===== src/rtl/adc_seq_pkg.sv =====
package adc_seq_pkg;

    localparam int DEF_CH_W       = 4;
    localparam int DEF_REG_SLOTS  = 16;
    localparam int DEF_INJ_SLOTS  = 4;
    localparam int DEF_DATA_W     = 12;
    localparam int DEF_DIV_W      = 2;
    localparam int DEF_STAB_TICKS = 4;

    typedef enum logic [1:0] {
        SQ_IDLE = 2'd0,
        SQ_ARM  = 2'd1,
        SQ_WAIT = 2'd2
    } seq_state_e;

    typedef enum logic [1:0] {
        PW_OFF   = 2'd0,
        PW_WARM  = 2'd1,
        PW_READY = 2'd2
    } pwr_state_e;

    typedef struct packed {
        logic reg_on;
        logic inj_on;
    } grp_act_t;

endpackage


===== src/rtl/adc_clk_div.sv =====
module adc_clk_div #(
    parameter int DIV_W = 2
) (
    input  logic             clk,
    input  logic             rst,
    input  logic             run,
    input  logic             hold,
    input  logic [DIV_W-1:0] sel,
    output logic             tick
);
    localparam int CNT_W = DIV_W + 1;

    logic [DIV_W-1:0] sel_q;
    logic [CNT_W-1:0] cnt;
    logic [CNT_W-1:0] lim;

    // ratio 2*(sel+1), so the last count is 2*sel+1
    assign lim  = {sel_q, 1'b1};
    assign tick = run && (cnt == lim);

    always_ff @(posedge clk) begin
        if (rst) begin
            sel_q <= '0;
        end else if (!hold) begin
            sel_q <= sel;
        end
    end

    always_ff @(posedge clk) begin
        if (rst || !run) begin
            cnt <= '0;
        end else if (cnt >= lim) begin
            cnt <= '0;
        end else begin
            cnt <= cnt + 1'b1;
        end
    end

    // ratio is at least two, so ticks never touch
    a_r7_tick_gap: assert property (@(posedge clk) disable iff (rst)
        tick |=> !tick);

endmodule


===== src/rtl/adc_pwr_ctrl.sv =====
module adc_pwr_ctrl
    import adc_seq_pkg::*;
#(
    parameter int STAB_TICKS = 4
) (
    input  logic clk,
    input  logic rst,
    input  logic pwr_en,
    input  logic tick,
    output logic ready
);
    localparam int SW = $clog2(STAB_TICKS + 1);

    pwr_state_e    st;
    logic [SW-1:0] stab;

    assign ready = (st == PW_READY);

    always_ff @(posedge clk) begin
        if (rst || !pwr_en) begin
            st   <= PW_OFF;
            stab <= '0;
        end else begin
            unique case (st)
                PW_OFF: begin
                    st   <= PW_WARM;
                    stab <= '0;
                end
                PW_WARM: begin
                    if (tick) begin
                        if (stab == SW'(STAB_TICKS - 1)) begin
                            st <= PW_READY;
                        end else begin
                            stab <= stab + 1'b1;
                        end
                    end
                end
                PW_READY: st <= PW_READY;
                default:  st <= PW_OFF;
            endcase
        end
    end

    // losing the enable drops readiness at the next edge
    a_r9_ready_drop: assert property (@(posedge clk) disable iff (rst)
        !pwr_en |=> !ready);

    // readiness only appears on a converter tick
    a_r8_ready_on_tick: assert property (@(posedge clk) disable iff (rst)
        $rose(ready) |-> $past(tick));

endmodule


===== src/rtl/adc_group_seq.sv =====
module adc_group_seq
    import adc_seq_pkg::*;
#(
    parameter int CH_W      = 4,
    parameter int REG_SLOTS = 16,
    parameter int INJ_SLOTS = 4,
    parameter int DATA_W    = 12
) (
    input  logic                         clk,
    input  logic                         rst,
    input  logic                         pwr_en,
    input  logic                         ready,
    input  logic                         tick,
    input  logic                         reg_start,
    input  logic                         inj_start,
    input  logic [$clog2(REG_SLOTS)-1:0] reg_len,
    input  logic [$clog2(INJ_SLOTS)-1:0] inj_len,
    input  logic [REG_SLOTS*CH_W-1:0]    reg_chans,
    input  logic [INJ_SLOTS*CH_W-1:0]    inj_chans,
    input  logic                         reg_clr,
    input  logic                         inj_clr,
    input  logic                         conv_done,
    input  logic [DATA_W-1:0]            conv_data,
    output logic                         busy,
    output logic                         conv_start,
    output logic [CH_W-1:0]              conv_chan,
    output logic [DATA_W-1:0]            reg_data,
    output logic [INJ_SLOTS*DATA_W-1:0]  inj_data,
    output logic                         reg_end,
    output logic                         inj_end
);
    localparam int RIDX_W = $clog2(REG_SLOTS);
    localparam int IIDX_W = $clog2(INJ_SLOTS);

    seq_state_e        st;
    grp_act_t          act;
    logic [RIDX_W-1:0] reg_idx;
    logic [IIDX_W-1:0] inj_idx;
    logic              cur_inj;

    logic done_ok, wr_reg, wr_inj, reg_last, inj_last;

    assign done_ok  = pwr_en && (st == SQ_WAIT) && conv_done;
    assign wr_reg   = done_ok && !cur_inj;
    assign wr_inj   = done_ok && cur_inj;
    assign reg_last = (reg_idx == reg_len);
    assign inj_last = (inj_idx == inj_len);

    assign conv_start = (st == SQ_ARM) && tick;
    assign conv_chan  = cur_inj ? inj_chans[inj_idx*CH_W +: CH_W]
                                : reg_chans[reg_idx*CH_W +: CH_W];
    assign busy = act.reg_on || act.inj_on || (st != SQ_IDLE);

    // slot sequencing; priority is chosen only between conversions
    always_ff @(posedge clk) begin
        if (rst || !pwr_en) begin
            st      <= SQ_IDLE;
            act     <= '0;
            reg_idx <= '0;
            inj_idx <= '0;
            cur_inj <= 1'b0;
        end else begin
            if (reg_start && !act.reg_on) begin
                act.reg_on <= 1'b1;
                reg_idx    <= '0;
            end
            if (inj_start && !act.inj_on) begin
                act.inj_on <= 1'b1;
                inj_idx    <= '0;
            end
            unique case (st)
                SQ_IDLE: begin
                    if (ready && (act.inj_on || act.reg_on)) begin
                        cur_inj <= act.inj_on;
                        st      <= SQ_ARM;
                    end
                end
                SQ_ARM: begin
                    if (tick) st <= SQ_WAIT;
                end
                SQ_WAIT: begin
                    if (conv_done) begin
                        st <= SQ_IDLE;
                        if (cur_inj) begin
                            if (inj_last) begin
                                act.inj_on <= 1'b0;
                                inj_idx    <= '0;
                            end else begin
                                inj_idx <= inj_idx + 1'b1;
                            end
                        end else begin
                            if (reg_last) begin
                                act.reg_on <= 1'b0;
                                reg_idx    <= '0;
                            end else begin
                                reg_idx <= reg_idx + 1'b1;
                            end
                        end
                    end
                end
                default: st <= SQ_IDLE;
            endcase
        end
    end

    always_ff @(posedge clk) begin
        if (rst) begin
            reg_data <= '0;
        end else if (wr_reg) begin
            reg_data <= conv_data;
        end
    end

    for (genvar gi = 0; gi < INJ_SLOTS; gi++) begin : g_inj_slot
        logic [DATA_W-1:0] q;
        always_ff @(posedge clk) begin
            if (rst) begin
                q <= '0;
            end else if (wr_inj && (inj_idx == IIDX_W'(gi))) begin
                q <= conv_data;
            end
        end
        assign inj_data[gi*DATA_W +: DATA_W] = q;
    end

    // sticky end flags, set dominates clear
    always_ff @(posedge clk) begin
        if (rst) begin
            reg_end <= 1'b0;
            inj_end <= 1'b0;
        end else begin
            if (wr_reg && reg_last)  reg_end <= 1'b1;
            else if (reg_clr)        reg_end <= 1'b0;
            if (wr_inj && inj_last)  inj_end <= 1'b1;
            else if (inj_clr)        inj_end <= 1'b0;
        end
    end

    // start is a lone pulse
    a_r10_one_pulse: assert property (@(posedge clk) disable iff (rst)
        conv_start |=> !conv_start);

    // start only on a tick of a settled converter
    a_r10_tick_ready: assert property (@(posedge clk) disable iff (rst)
        conv_start |-> (tick && ready));

    // primary flag only rises from a converter answer
    a_r6_reg_end_src: assert property (@(posedge clk) disable iff (rst)
        $rose(reg_end) |-> $past(conv_done && pwr_en));

    // priority flag only rises from a converter answer
    a_r6_inj_end_src: assert property (@(posedge clk) disable iff (rst)
        $rose(inj_end) |-> $past(conv_done && pwr_en));

    // power loss leaves nothing active
    a_r9_abandon: assert property (@(posedge clk) disable iff (rst)
        !pwr_en |=> !busy);

endmodule


===== src/rtl/adc_seq_ctrl.sv =====
module adc_seq_ctrl
    import adc_seq_pkg::*;
#(
    parameter int CH_W       = DEF_CH_W,
    parameter int REG_SLOTS  = DEF_REG_SLOTS,
    parameter int INJ_SLOTS  = DEF_INJ_SLOTS,
    parameter int DATA_W     = DEF_DATA_W,
    parameter int DIV_W      = DEF_DIV_W,
    parameter int STAB_TICKS = DEF_STAB_TICKS
) (
    input  logic                         clk,
    input  logic                         rst,
    input  logic                         pwr_en,
    input  logic [DIV_W-1:0]             div_sel,
    input  logic                         reg_start,
    input  logic                         inj_start,
    input  logic [$clog2(REG_SLOTS)-1:0] reg_len,
    input  logic [$clog2(INJ_SLOTS)-1:0] inj_len,
    input  logic [REG_SLOTS*CH_W-1:0]    reg_chans,
    input  logic [INJ_SLOTS*CH_W-1:0]    inj_chans,
    input  logic                         reg_clr,
    input  logic                         inj_clr,
    input  logic                         conv_done,
    input  logic [DATA_W-1:0]            conv_data,
    output logic                         adc_tick,
    output logic                         adc_ready,
    output logic                         conv_start,
    output logic [CH_W-1:0]              conv_chan,
    output logic [DATA_W-1:0]            reg_data,
    output logic [INJ_SLOTS*DATA_W-1:0]  inj_data,
    output logic                         reg_end,
    output logic                         inj_end
);
    logic seq_busy;

    adc_clk_div #(.DIV_W(DIV_W)) u_div (
        .clk  (clk),
        .rst  (rst),
        .run  (pwr_en),
        .hold (seq_busy),
        .sel  (div_sel),
        .tick (adc_tick)
    );

    adc_pwr_ctrl #(.STAB_TICKS(STAB_TICKS)) u_pwr (
        .clk    (clk),
        .rst    (rst),
        .pwr_en (pwr_en),
        .tick   (adc_tick),
        .ready  (adc_ready)
    );

    adc_group_seq #(
        .CH_W      (CH_W),
        .REG_SLOTS (REG_SLOTS),
        .INJ_SLOTS (INJ_SLOTS),
        .DATA_W    (DATA_W)
    ) u_seq (
        .clk        (clk),
        .rst        (rst),
        .pwr_en     (pwr_en),
        .ready      (adc_ready),
        .tick       (adc_tick),
        .reg_start  (reg_start),
        .inj_start  (inj_start),
        .reg_len    (reg_len),
        .inj_len    (inj_len),
        .reg_chans  (reg_chans),
        .inj_chans  (inj_chans),
        .reg_clr    (reg_clr),
        .inj_clr    (inj_clr),
        .conv_done  (conv_done),
        .conv_data  (conv_data),
        .busy       (seq_busy),
        .conv_start (conv_start),
        .conv_chan  (conv_chan),
        .reg_data   (reg_data),
        .inj_data   (inj_data),
        .reg_end    (reg_end),
        .inj_end    (inj_end)
    );

endmodule


===== config.mk =====
export PLATFORM = sky130hd
export DESIGN_NAME = adc_seq_ctrl
export DESIGN_NICKNAME = d
export VERILOG_FILES = /design/src/rtl/adc_seq_pkg.sv /design/src/rtl/adc_clk_div.sv /design/src/rtl/adc_pwr_ctrl.sv /design/src/rtl/adc_group_seq.sv /design/src/rtl/adc_seq_ctrl.sv
export SDC_FILE = /design/constraint.sdc
export NUM_CORES = 1
export LEC_CHECK = 0
export BUFFER_PORTS_ARGS = -buffer_cell sky130_fd_sc_hd__buf_2
export CAP_MARGIN = 20
export CORE_MARGIN = 4
export CORE_UTILIZATION = 30
export DETAILED_ROUTE_END_ITERATION = 6
export PLACE_DENSITY_LB_ADDON = 0.12
export SLEW_MARGIN = 20
export SYNTH_ARGS = -nofsm -noshare
export SYNTH_HDL_FRONTEND = slang
export SYNTH_SLANG_ARGS = --single-unit

===== constraint.sdc =====
create_clock -name clk -period 3.7 [get_ports clk]
set_clock_uncertainty 0.05 [all_clocks]
set_input_delay 0.37 -clock clk [delete_from_list [all_inputs] [get_ports clk]]
set_output_delay 0.37 -clock clk [all_outputs]
set_load 0.005 [all_outputs]

==> flow_summary.yaml <==
critical_path:
  critPathMostFrequentCell: "sky130_fd_sc_hd__mux2_2"
  max_stage_delay_ns: 0.84
  timing.critical_path.fanout_max: 16
  worst_r2r_endpoint: "u_seq.reg_idx[2]"
  crit_end: "conv_chan[0]"
  crit_path_start_kind: "flop"
  timing.setup.critical_path_class: "flop to output port"
  cp_cell_sequence: "mux4_2 -> mux2_2 -> a32o_1 -> mux2_2 -> buf_2"
  r2r_cells: 5
  worstPathRequired_ns: 3.28
  cp_data_arrival_time_ns: 2.65
  crit_path_top_delay_cell: "sky130_fd_sc_hd__dfxtp_1"
  cp_num_buf_inv: 1
  crit_cells: 5
  cp_top_family: "multiplexers"
  regToRegSetupSlack_ns: 1.63
  reg2reg_launch_point: "u_seq.reg_idx[1]"
  critical_path.endpoint_type: "output port"
  timing.critical_path.from: "u_seq.reg_idx[0]"
cells_and_area:
  layout.nets: 735
  flow.area_growth_from_synthesis_pct: 32.0
  antenna_cells_inserted: 0
  fraction_of_final_layout_cells_sized_beyond_drive_strength_1: 0.354
grt:
  overflow_after_grt: 0
  grt.total_usage: 0.168
  largest_net_degree_at_the_start_of_global_routing: 66
  grt_antenna_before_repair: 0
  first_global_vias: 3755
  grt_pass1_wl_mm: 19.5
route:
  drt_first_pass_iters: 4
  detail_route.iter0.violations: 191
  via_density_per_instance: 4.85
  wl_mm: 13.2
  routed_wire_length_per_instance_microns: 16.7
  route.vias.total: 3833
  drt_drc_violations_left: 0
  drt.antenna.violating_nets: 0
timing:
  min_period_ns: 3.07
  finalSetupTns_ns: 0
  period_share: 0.829
  report.final.setup_viol: 0
  maxSlewHeadroom: 0.464
  timing.final.max_slew_violations: 0
  grt_setup_unrepaired: "false"
  worst_pin_slew_ns: 0.803
  hold_viol: 0
  max_clock_freq_mhz: 326
cts:
  htree_num_levels: 3
  cts_repair_resized_insts: 0
  cts_max_path_buffers: 2
  cts_tree: "yes"
  ctsHoldBuffers: 0
  clkLatencyLatePin_ns: 0.34
  cts.root.buffer_cell: "sky130_fd_sc_hd__clkbuf_16"
  path_clk_slew_ns: 0.06
  post-cts-setup-buffer-count: 0
  cts-buffers-inserted: 9
  cts_sinks: 83
synth:
  synth_async_sr_flop_share: 0
  yosys_warnings: 0
  syn-instance-count: 456
  synth.avg_cell_area_sq_um: 8.77
  yosys_register_bits: 83
  netlist_area_sq_mm: 0.00400
  synth_edf_count: 0
  synth_nets: 578
  ys_types: 40
  ys_seq_area_frac: 0.416
  dominantRegCellSynth: "sky130_fd_sc_hd__dfxtp_1"
floorplan:
  fp-row-count: 41
  dieArea_sq_mm: 0.0152
  chipHeight_microns: 123
  floorplan.io_pins: 177
  design.core.area_sq_mm: 0.0128
  initial_utilization: 0.312
  horiz_die_dim_microns: 123
power:
  cellLeakagePower_uw: 0.00223
  power_per_cell_area_mw_per_mm2: 375
  p_total_uw: 1980
  worst_ir_drop_vdd_mv: 0.200
job:
  max_cap_viol_count: 0
hold_path:
  min-delay-path-class: "primary input to flop"
run_status:
  outcome: "finished clean"
place:
  place.port_buffers: 176
  place_hpwl_mm: 9.86
  finalWeightedCongestion: 0.813
==> final cells by class <==
type,instances,area (sq um)
Fill cell,1309,7540
Clock buffer,10,239
Timing Repair Buffer,178,896
Clock inverter,6,70.1
Sequential cell,83,1660
Multi-Input combinational cell,329,2150
Inverter,12,45.0
Tap cell,172,215
==> synth_stat cells (all sizes together), types with 7 or more instances <==
cell	number	area (sq um)
a21oi	71	355
buf	10	56.3
clkbuf	22	82.6
dfxtp	83	1660
ha	14	175
inv	12	45.0
mux2	8	90.1
mux2i	12	120
mux4	19	439
nand2	127	477
nand3	9	45.0
nor2	17	63.8
xor2	7	61.3
==> stage by stage <==
| stage | worst slack (ns) | util | cell area (sq um) | std cells | hold WS (ns) |
|---|---|---|---|---|---|
| floorplan | 1.43 | - | 4000 | 456 | 0.403 |
| global placement | 1.01 | 0.388 | 4970 | 774 | 0.389 |
| detailed placement | 0.949 | 0.388 | 4970 | 774 | 0.396 |
| CTS | 0.577 | 0.412 | 5280 | 790 | 0.214 |
| global route | 0.486 | 0.412 | 5280 | 790 | 0.246 |
| finish | 0.634 | 0.412 | 5280 | 790 | 0.231 |
==> flip-flops by register name, indices dropped and copies added (netlist names), 2 cells and up <==
register and cells:
u_div.cnt 3, u_div.sel_q 2, u_pwr.st 2, u_pwr.stab 3
u_seq.act 2, u_seq.g_inj_slot.q 48, u_seq.inj_idx 2, u_seq.reg_data 12
u_seq.reg_idx 4, u_seq.st 2
==> worst min-delay path by stage <==
stage	start	to	slack, ns	cells after the start
after floorplan	u_seq.g_inj_slot[0].q[0]	u_seq.g_inj_slot[0].q[0]	0.40	2
after CTS	div_sel[0]	u_div.sel_q[0]	0.21	3
after global routing	div_sel[1]	u_div.sel_q[1]	0.25	3
after global placement	u_seq.g_inj_slot[2].q[11]	u_seq.g_inj_slot[2].q[11]	0.39	2
final	div_sel[0]	u_div.sel_q[0]	0.23	3
after detailed placement	u_seq.g_inj_slot[2].q[11]	u_seq.g_inj_slot[2].q[11]	0.40	2
==> placed cells by master, fill, tap and decap left out, types with 3 or more instances in the layout <==
master | netlist | final
sky130_fd_sc_hd__nand3_1 | 9 | 9
sky130_fd_sc_hd__nor2b_1 | 3 | 3
sky130_fd_sc_hd__and3_1 | 4 | 4
sky130_fd_sc_hd__o21ai_0 | 4 | 4
sky130_fd_sc_hd__ha_1 | 14 | 14
sky130_fd_sc_hd__mux2_2 | 8 | 8
sky130_fd_sc_hd__nand2b_1 | 5 | 5
sky130_fd_sc_hd__buf_2 | 9 | 176
sky130_fd_sc_hd__inv_1 | 12 | 12
sky130_fd_sc_hd__mux4_2 | 16 | 16
sky130_fd_sc_hd__xor2_1 | 7 | 7
sky130_fd_sc_hd__mux4_1 | 3 | 3
sky130_fd_sc_hd__mux2i_1 | 12 | 12
sky130_fd_sc_hd__clkbuf_16 | 0 | 9
sky130_fd_sc_hd__nor2_1 | 17 | 17
sky130_fd_sc_hd__nand2_1 | 127 | 127
sky130_fd_sc_hd__a21oi_1 | 71 | 71
sky130_fd_sc_hd__dfxtp_1 | 83 | 83
sky130_fd_sc_hd__clkinvlp_4 | 0 | 3
sky130_fd_sc_hd__a2111oi_0 | 3 | 3
==> where the power goes <==
part | internal (uW) | switching (uW) | total, uW
registers | 898 | 4.19 | 903
logic | 75.5 | 75.7 | 151
clock network | 546 | 378 | 924
==> cell families (layout without fill, tap and decap cells) <==
group                    count (synthesis)  after routing  share of synthesized area
AND/OR/NAND/NOR                        178            178                      0.189
AO/OA/AOI/OAI                           90             90                      0.125
flip-flops                              83             83                      0.416
buffers and inverters                   44            206                     0.0460
multiplexers                            39             39                      0.162
adder cells (fa/ha/maj)                 14             14                     0.0438
XOR/XNOR                                 8              8                     0.0175
==> worst register-to-register path, stage by stage (launching register included) <==
cell                      delay (ns)
sky130_fd_sc_hd__dfxtp_1        0.74
sky130_fd_sc_hd__buf_4          0.29
sky130_fd_sc_hd__xor2_1         0.11
sky130_fd_sc_hd__o41a_1         0.48
sky130_fd_sc_hd__a31oi_1        0.19
sky130_fd_sc_hd__a31oi_1        0.06
==> layer usage <==
layer	part of all wire	global-route usage
met1	0.43	0.213
met4	0.020	0.0637
met5	0	0
met3	0.068	0.0343
met2	0.48	0.281
Note: power is estimated with default switching activity, not from simulation.
